$ cat config.mk
export PLATFORM = sky130hd
export DESIGN_NAME = attr_ctrl
export DESIGN_NICKNAME = d
export VERILOG_FILES = /design/src/rtl/attr_pkg.sv /design/src/rtl/attr_seq.sv /design/src/rtl/attr_regs.sv /design/src/rtl/attr_pix.sv /design/src/rtl/attr_ctrl.sv
export SDC_FILE = /design/constraint.sdc
export NUM_CORES = 1
export LEC_CHECK = 0
export CORE_ASPECT_RATIO = 1.75
export CORE_UTILIZATION = 30
export CTS_CLUSTER_SIZE = 14
export DETAILED_ROUTE_END_ITERATION = 8
export DONT_BUFFER_PORTS = 1
export SETUP_SLACK_MARGIN = 0.5
export SYNTH_ARGS = -nofsm -noshare
export SYNTH_HDL_FRONTEND = slang
export SYNTH_HIERARCHICAL = 1
export SYNTH_SLANG_ARGS = --single-unit
$ cat constraint.sdc
create_clock -name clk -period 2.83 [get_ports clk]
set_input_delay 0.849 -clock clk [delete_from_list [all_inputs] [get_ports clk]]
set_output_delay 0.849 -clock clk [all_outputs]
set_load 0.01 [all_outputs]
$ cat src/rtl/attr_pkg.sv
package attr_pkg;
  typedef enum logic {PH_INDEX = 1'b0, PH_DATA = 1'b1} phase_e;

  // register slots whose contents feed the pixel path
  localparam int SLOT_MODE   = 16;
  localparam int SLOT_BORDER = 17;
  localparam int SLOT_PAGE   = 20;

  // bit positions inside the mode and page registers
  localparam int MODE_PAGING_BIT = 7;
endpackage

$ cat src/rtl/attr_seq.sv
module attr_seq
  import attr_pkg::*;
#(
  parameter int IW = 6,
  parameter int DW = 8
) (
  input  logic          clk,
  input  logic          rst,
  input  logic          wr_en,
  input  logic [DW-1:0] wr_data,
  input  logic          stat_rd,
  input  logic          data_rd,
  output logic [IW-1:0] idx_q,
  output logic          data_we,
  output phase_e        phase
);
  always_ff @(posedge clk) begin
    if (rst) begin
      phase <= PH_INDEX;
      idx_q <= '0;
    end else if (stat_rd) begin
      phase <= PH_INDEX;
    end else if (wr_en) begin
      if (phase == PH_INDEX) begin
        idx_q <= wr_data[IW-1:0];
        phase <= PH_DATA;
      end else begin
        phase <= PH_INDEX;
      end
    end
  end

  assign data_we = wr_en && !stat_rd && (phase == PH_DATA);


  strobe_to_index_chk: assert property (@(posedge clk) disable iff (rst)
    stat_rd |=> phase == PH_INDEX);


  write_toggles_chk: assert property (@(posedge clk) disable iff (rst)
    (wr_en && !stat_rd) |=> phase != $past(phase));


  read_keeps_phase_chk: assert property (@(posedge clk) disable iff (rst)
    (data_rd && !wr_en && !stat_rd) |=> $stable(phase));
endmodule

$ cat src/rtl/attr_regs.sv
module attr_regs
  import attr_pkg::*;
#(
  parameter int DW   = 8,
  parameter int NREG = 21,
  parameter int PIXW = 4,
  parameter int AW   = $clog2(NREG)
) (
  input  logic            clk,
  input  logic            rst,
  input  logic            we,
  input  logic [AW-1:0]   sel,
  input  logic [DW-1:0]   wdata,
  input  logic [PIXW-1:0] pix_code,
  output logic [DW-1:0]   rd_data,
  output logic [DW-1:0]   pal_val,
  output logic [DW-1:0]   mode_val,
  output logic [DW-1:0]   border_val,
  output logic [DW-1:0]   page_val
);
  localparam logic [AW-1:0] LAST = AW'(NREG - 1);

  logic [DW-1:0] regs [NREG];
  logic          in_range;
  logic [AW-1:0] safe_sel;

  assign in_range = (sel <= LAST);
  assign safe_sel = in_range ? sel : '0;

  always_ff @(posedge clk) begin
    if (rst) begin
      for (int i = 0; i < NREG; i++) regs[i] <= '0;
    end else if (we && in_range) begin
      regs[safe_sel] <= wdata;
    end
  end

  always_ff @(posedge clk) begin
    if (rst) rd_data <= '0;
    else     rd_data <= in_range ? regs[safe_sel] : '0;
  end

  assign pal_val    = regs[AW'(pix_code)];
  assign mode_val   = regs[SLOT_MODE];
  assign border_val = regs[SLOT_BORDER];
  assign page_val   = regs[SLOT_PAGE];


  empty_slot_reads_zero_chk: assert property (@(posedge clk) disable iff (rst)
    !in_range |=> rd_data == '0);


  empty_slot_write_chk: assert property (@(posedge clk) disable iff (rst)
    (we && !in_range) |=> $stable(page_val) && $stable(border_val) && $stable(mode_val));
endmodule

$ cat src/rtl/attr_pix.sv
module attr_pix
  import attr_pkg::*;
#(
  parameter int DW = 8
) (
  input  logic          clk,
  input  logic          rst,
  input  logic          video_on,
  input  logic [DW-1:0] pal_val,
  input  logic [DW-1:0] mode_val,
  input  logic [DW-1:0] border_val,
  input  logic [DW-1:0] page_val,
  output logic [DW-1:0] pix_out
);
  logic [DW-1:0] mixed;

  always_comb begin
    mixed = pal_val;
    mixed[DW-1:DW-2] = page_val[3:2];
    if (mode_val[MODE_PAGING_BIT])
      mixed[DW-3:DW-4] = page_val[1:0];
  end

  always_ff @(posedge clk) begin
    if (rst)           pix_out <= '0;
    else if (video_on) pix_out <= mixed;
    else               pix_out <= border_val;
  end


  blank_shows_border_chk: assert property (@(posedge clk) disable iff (rst)
    !video_on |=> pix_out == $past(border_val));


  page_high_bits_chk: assert property (@(posedge clk) disable iff (rst)
    video_on |=> pix_out[DW-1:DW-2] == $past(page_val[3:2]));
endmodule

$ cat src/rtl/attr_ctrl.sv
module attr_ctrl
  import attr_pkg::*;
#(
  parameter int DW   = 8,
  parameter int NREG = 21,
  parameter int PIXW = 4
) (
  input  logic            clk,
  input  logic            rst,
  input  logic            wr_en,
  input  logic [DW-1:0]   wr_data,
  input  logic            stat_rd,
  input  logic            data_rd,
  output logic [DW-1:0]   idx_out,
  output logic [DW-1:0]   rd_data,
  input  logic [PIXW-1:0] pix_in,
  output logic [DW-1:0]   pix_out
);
  localparam int AW = $clog2(NREG);
  localparam int IW = AW + 1;

  logic [IW-1:0] idx_q;
  logic          data_we;
  phase_e        phase;
  logic [DW-1:0] pal_val, mode_val, border_val, page_val;

  attr_seq #(.IW(IW), .DW(DW)) u_seq (
    .clk(clk), .rst(rst), .wr_en(wr_en), .wr_data(wr_data),
    .stat_rd(stat_rd), .data_rd(data_rd),
    .idx_q(idx_q), .data_we(data_we), .phase(phase)
  );

  attr_regs #(.DW(DW), .NREG(NREG), .PIXW(PIXW), .AW(AW)) u_regs (
    .clk(clk), .rst(rst), .we(data_we), .sel(idx_q[AW-1:0]),
    .wdata(wr_data), .pix_code(pix_in), .rd_data(rd_data),
    .pal_val(pal_val), .mode_val(mode_val),
    .border_val(border_val), .page_val(page_val)
  );

  attr_pix #(.DW(DW)) u_pix (
    .clk(clk), .rst(rst), .video_on(idx_q[IW-1]),
    .pal_val(pal_val), .mode_val(mode_val),
    .border_val(border_val), .page_val(page_val), .pix_out(pix_out)
  );

  assign idx_out = DW'(idx_q);


  reset_phase_chk: assert property (@(posedge clk)
    rst |=> phase == PH_INDEX && idx_out == '0 && pix_out == '0);
endmodule

=== Word-level counts from Yosys, hierarchy flattened ===
Memories as Yosys holds them, arrays and structs flattened. A register that Yosys moved wholly into a read port is not among the register bits.
Cells that the tools add are included.
W data, S select, Z words.

* Register bits after elaboration: 15
* RAM bits: 168
* Word-level logic and storage cells: 28
* Memories: 1

* $lt $le $gt $ge: 1
* Mux-type cells: 12
* Bitwise operators: 3
* Reduce and logical (&&, ||, !) cells: 8

{| class="wikitable"
|+ Memories
! memory !! depth !! bits a word !! rd ports !! clocked after Yosys merged registers in !! wr ports !! line !! RTL
|-
| u_regs.regs || 21 || 8 || 5 || 1 || 21 || attr_regs.sv:23 || <nowiki>logic [DW-1:0] regs [NREG];</nowiki>
|}

{| class="wikitable"
|+ Operator list
! cell !! count
|-
| $mux W8 || 2
|-
| $mux W5 || 2
|-
| $reduce_or A8 Y1 || 1
|-
| $mux W1 || 7
|-
| $le A5 B5 Y1 const B || 1
|-
| $reduce_or A2 Y1 || 2
|-
| $logic_and A1 B1 Y1 || 3
|-
| $not A1 Y1 || 3
|-
| $reduce_and A3 Y1 || 1
|-
| $mux W2 || 1
|-
| $logic_not A1 Y1 || 1
|}

=== Logic depth before layout (Yosys ltp) ===
* Word-level depth: 9
* Mapped depth: 9
* Gate-level depth less buffers: 5

=== Hierarchy ===
The synthesis kept the hierarchy.

{| class="wikitable"
|+ Modules (own cells, without submodules)
! module !! times used !! cells each !! area each (sq um) !! sequential area each (sq um)
|-
| attr_regs || 1 || 791 || 10421.2 || 5925.7
|-
| attr_seq || 1 || 30 || 321.6 || 140.1
|-
| attr_pix || 1 || 28 || 300.3 || 160.2
|-
| attr_ctrl || 1 || 3 || 18.8 || 0.0
|}

=== Worst setup path before layout ===
OpenSTA, ideal clock, no wires.

* Path type: input to register
* Start point: input port pix_in[1]
* End point: register u_pix.pix_out[4]
* Setup time: 129 ps
* Data arrival time: 2816 ps
* Required time: 2701 ps
* Slack: -116 ps
* Cell stages on the path: 7
* Buffers on the path: 3
* Cells stage by stage: clkbuf_1 -> clkbuf_1 -> clkbuf_1 -> mux4_2 -> mux4_2 -> mux2i_1 -> a211oi_1

* Longest elaborated chain between the ends: 3

{| class="wikitable"
|+ RTL lines
! what !! line !! RTL
|-
| from (decl) || attr_ctrl.sv:16 || <nowiki>input logic [PIXW-1:0] pix_in,</nowiki>
|-
| $mem_v2 Z21 W8 || n/a ||
|-
| net pal_val[4] || attr_ctrl.sv:25 || <nowiki>logic [DW-1:0] pal_val, mode_val, border_val, page_val;</nowiki>
|-
| $mux W2 || attr_pix.sv:20 || <nowiki>if (mode_val[MODE_PAGING_BIT])</nowiki>
|-
| $mux W8 || attr_pix.sv:26 || <nowiki>else if (video_on) pix_out <= mixed;</nowiki>
|-
| to (signal assigned) || attr_pix.sv:26 ||
|-
| to (signal assigned) || attr_pix.sv:27 || <nowiki>else pix_out <= border_val;</nowiki>
|-
| to (decl) || attr_pix.sv:13 || <nowiki>output logic [DW-1:0] pix_out</nowiki>
|}

The timed path passes the listed nets, and every way through them passes these cells.
A chain may end at the register's enable or synchronous reset.

=== Final worst setup path ===
* Start point: register u_seq.idx_q[0]
* End point: register u_regs.rd_data[6] (read register of u_regs.regs)

* Longest elaborated chain between the ends: 3

{| class="wikitable"
|+ RTL lines
! what !! line !! RTL
|-
| from (decl) || attr_seq.sv:13 || <nowiki>output logic [IW-1:0] idx_q,</nowiki>
|-
| from (signal assigned) || attr_seq.sv:25 || <nowiki>idx_q <= wr_data[IW-1:0];</nowiki>
|-
| $le A5 B5 Y1 || attr_regs.sv:27 || <nowiki>assign in_range = (sel <= LAST);</nowiki>
|-
| $not A1 Y1 (no source line) || n/a ||
|-
| $reduce_or A2 Y1 (no source line) || n/a ||
|-
| to (decl) || attr_regs.sv:15 || <nowiki>output logic [DW-1:0] rd_data,</nowiki>
|}

Several ways; a longest one is shown, not always the timed one.

==> flow_summary.ini <==
[place]
pre_cts_slack_ns = 0.197
hpwlAfterDp_um = 23900
port_buffers = 0
gp_congestion = 0.983

[power_and_ir_drop]
total_power_mw = 7.05
vdd_drop_max_uv = 282
leakage_nw = 4.43
pwr_density_cell_nw_per_um2 = 564

[timing]
slew_violations = 0
fin_ws_ns = 0.546
slew_headroom_pct = 53.2
rsz0062_at_grt = true
post-route-period-util_pct = 80.7
fin_crit_ns = 2.28
finalSetupViolCount = 0
fin_worst_skew_ns = 0.0218
setup_tns_ns = 0
fmax_ghz = 0.438
worstMarginPinSlew_ns = 0.684
final-hold-violation-count = 0
hold_ws_ns = 0.400

[global_route]
grt_max_degree = 47
antenna_found_initial = 0
grt_use_met2_pct = 36.0
busiest_layer = met2
grt_util_met1_pct = 17.3
grt_pass1_vias = 7403
grt_overflow = 0
grt_pass1_wl_um = 49400
grt_usage_pct = 18.7
met3_usage_pct = 2.74

[drt]
drt_iter0_markers = 591
routed_wl_um = 34400
drt_first_pass_iters = 5
avgRoutedWirePerCell_um = 25.3
ant_nets = 0
drc = 0
vias = 7140
vias_per_cell = 5.25

[min_path]
hold_path_end = u_seq/phase
hold_path.startpoint = stat_rd
min_path_type = in -> reg
min_path_cells = 1

[clock_network]
cts_num_sinks = 215
cts_tree = built
cts_inserted_buffers = 21
cts_max_level = 1
clk_pin_slew_ns = 0.07
clock_latency_ns = 0.52
clockBufferDepth = 3
root_buffer = clkbuf_16

[run_status]
status = finished, final reports clean

[critical_path]
slowest_delay_ns = 0.53
crit_path_start_kind = register
timing.rr.start = u_seq/idx_q[0]
critPathArrivalTime_ns = 2.69
r2r_cells = 8
path_cells = buf_12 -> nor2b_1 -> buf_6 -> a22o_1 -> a222oi_1 -> buf_4 -> nor2_1 -> a211o_1
critPathMaxFanout = 20
end_kind = register
reg2reg_slack_ns = 0.55
required_ns = 3.23
r2r-end = u_regs/rd_data[6]
crit_family = compound AO/OA/AOI/OAI gates
worst-setup-path-type = reg -> reg
cp_slowest_cell = a222oi_1
critPathBufInv = 3

[cells_and_area]
layout_commonest_cell = edfxtp_1
final_cell_mix = edfxtp_1, and2_1, buf_4
area_growth_pct = 15.2
nets = 895
drive_gt1_share_pct = 22.3

[floorplan]
die_h_um = 253
die-area_um2 = 36900
fp.dieW_um = 146
rows = 91
boundaryPins = 41
core_um2 = 35400
start_util_pct = 30.6

[synth]
synthesis.area_um2 = 10800
syn_inst = 842
yosysWarningCount = 6
avgSynthCellArea_um2 = 12.9

[job]
maxCapViolations = 0
==> where the power goes <==
part	leakage [nW]	switching (mW)	internal (mW)
sequential	2.16	0.0921	3.58
clock	0.337	1.23	1.57
combinational	1.93	0.331	0.238
==> final cells by class <==
class	count	area [um2]
Multi-Input combinational cell	575	4470
Fill cell	3367	22900
Sequential cell	215	6230
Clock inverter	6	41.3
Antenna cell	1	2.50
Clock buffer	32	639
Timing Repair Buffer	60	497
Inverter	5	18.8
Tap cell	465	582
==> per-stage QoR <==
step           util (%)  area (um2)  instances
2_1_floorplan         -       11000        866
3_3_place_gp       32.8       11600       1306
3_5_place_dp       32.8       11600       1306
4_1_cts            35.0       12400       1349
5_1_grt            35.3       12500       1358
6_report           35.3       12500       1359
==> flip-flops by register name, indices dropped and copies added, names as in the netlist <==
| signal | cells |
|---|---|
| u_seq/idx_q | 6 |
| u_regs/rd_data | 8 |
| u_pix/pix_out | 8 |
| u_seq/phase | 1 |
| u_regs/regs | 192 |
==> worst register-to-register path: stages (launching register included) <==
cell and delay, ns:
dfxtp_4 0.41, buf_12 0.17, nor2b_1 0.08, buf_6 0.18
a22o_1 0.26, a222oi_1 0.53, buf_4 0.21, nor2_1 0.04
a211o_1 0.30
==> worst max-delay path by stage <==
stage	from	to	slack (ns)	depth (start not counted)
6_report	u_seq/idx_q[0]	u_regs/rd_data[6]	0.55	8
5_1_grt	u_seq/idx_q[0]	u_regs/rd_data[6]	0.50	8
4_1_cts	u_seq/idx_q[0]	u_regs/rd_data[6]	0.38	8
3_5_place_dp	u_seq/idx_q[3]	u_regs/rd_data[6]	0.20	7
3_3_place_gp	u_seq/idx_q[3]	u_regs/rd_data[6]	0.24	7
2_1_floorplan	pix_in[0]	u_pix/pix_out[5]	0.46	6
==> metal layers <==
| layer | up-vias | share of wire [%] |
|---|---|---|
| met5 | - | 0 |
| met4 | 0 | 8.5 |
| met3 | 118 | 4.2 |
| met2 | 270 | 55 |
| met1 | 3561 | 32 |
| li1 | 3191 | - |
==> what timing repair did <==
action,4_1_cts,5_1_grt
endpoints found under the setup margin,179,141
resized for setup,12,7
pin swaps,2,8
cloned,0,1
hold buffers,0,0
setup buffers,5,8
(Power assumes the default switching activity.)
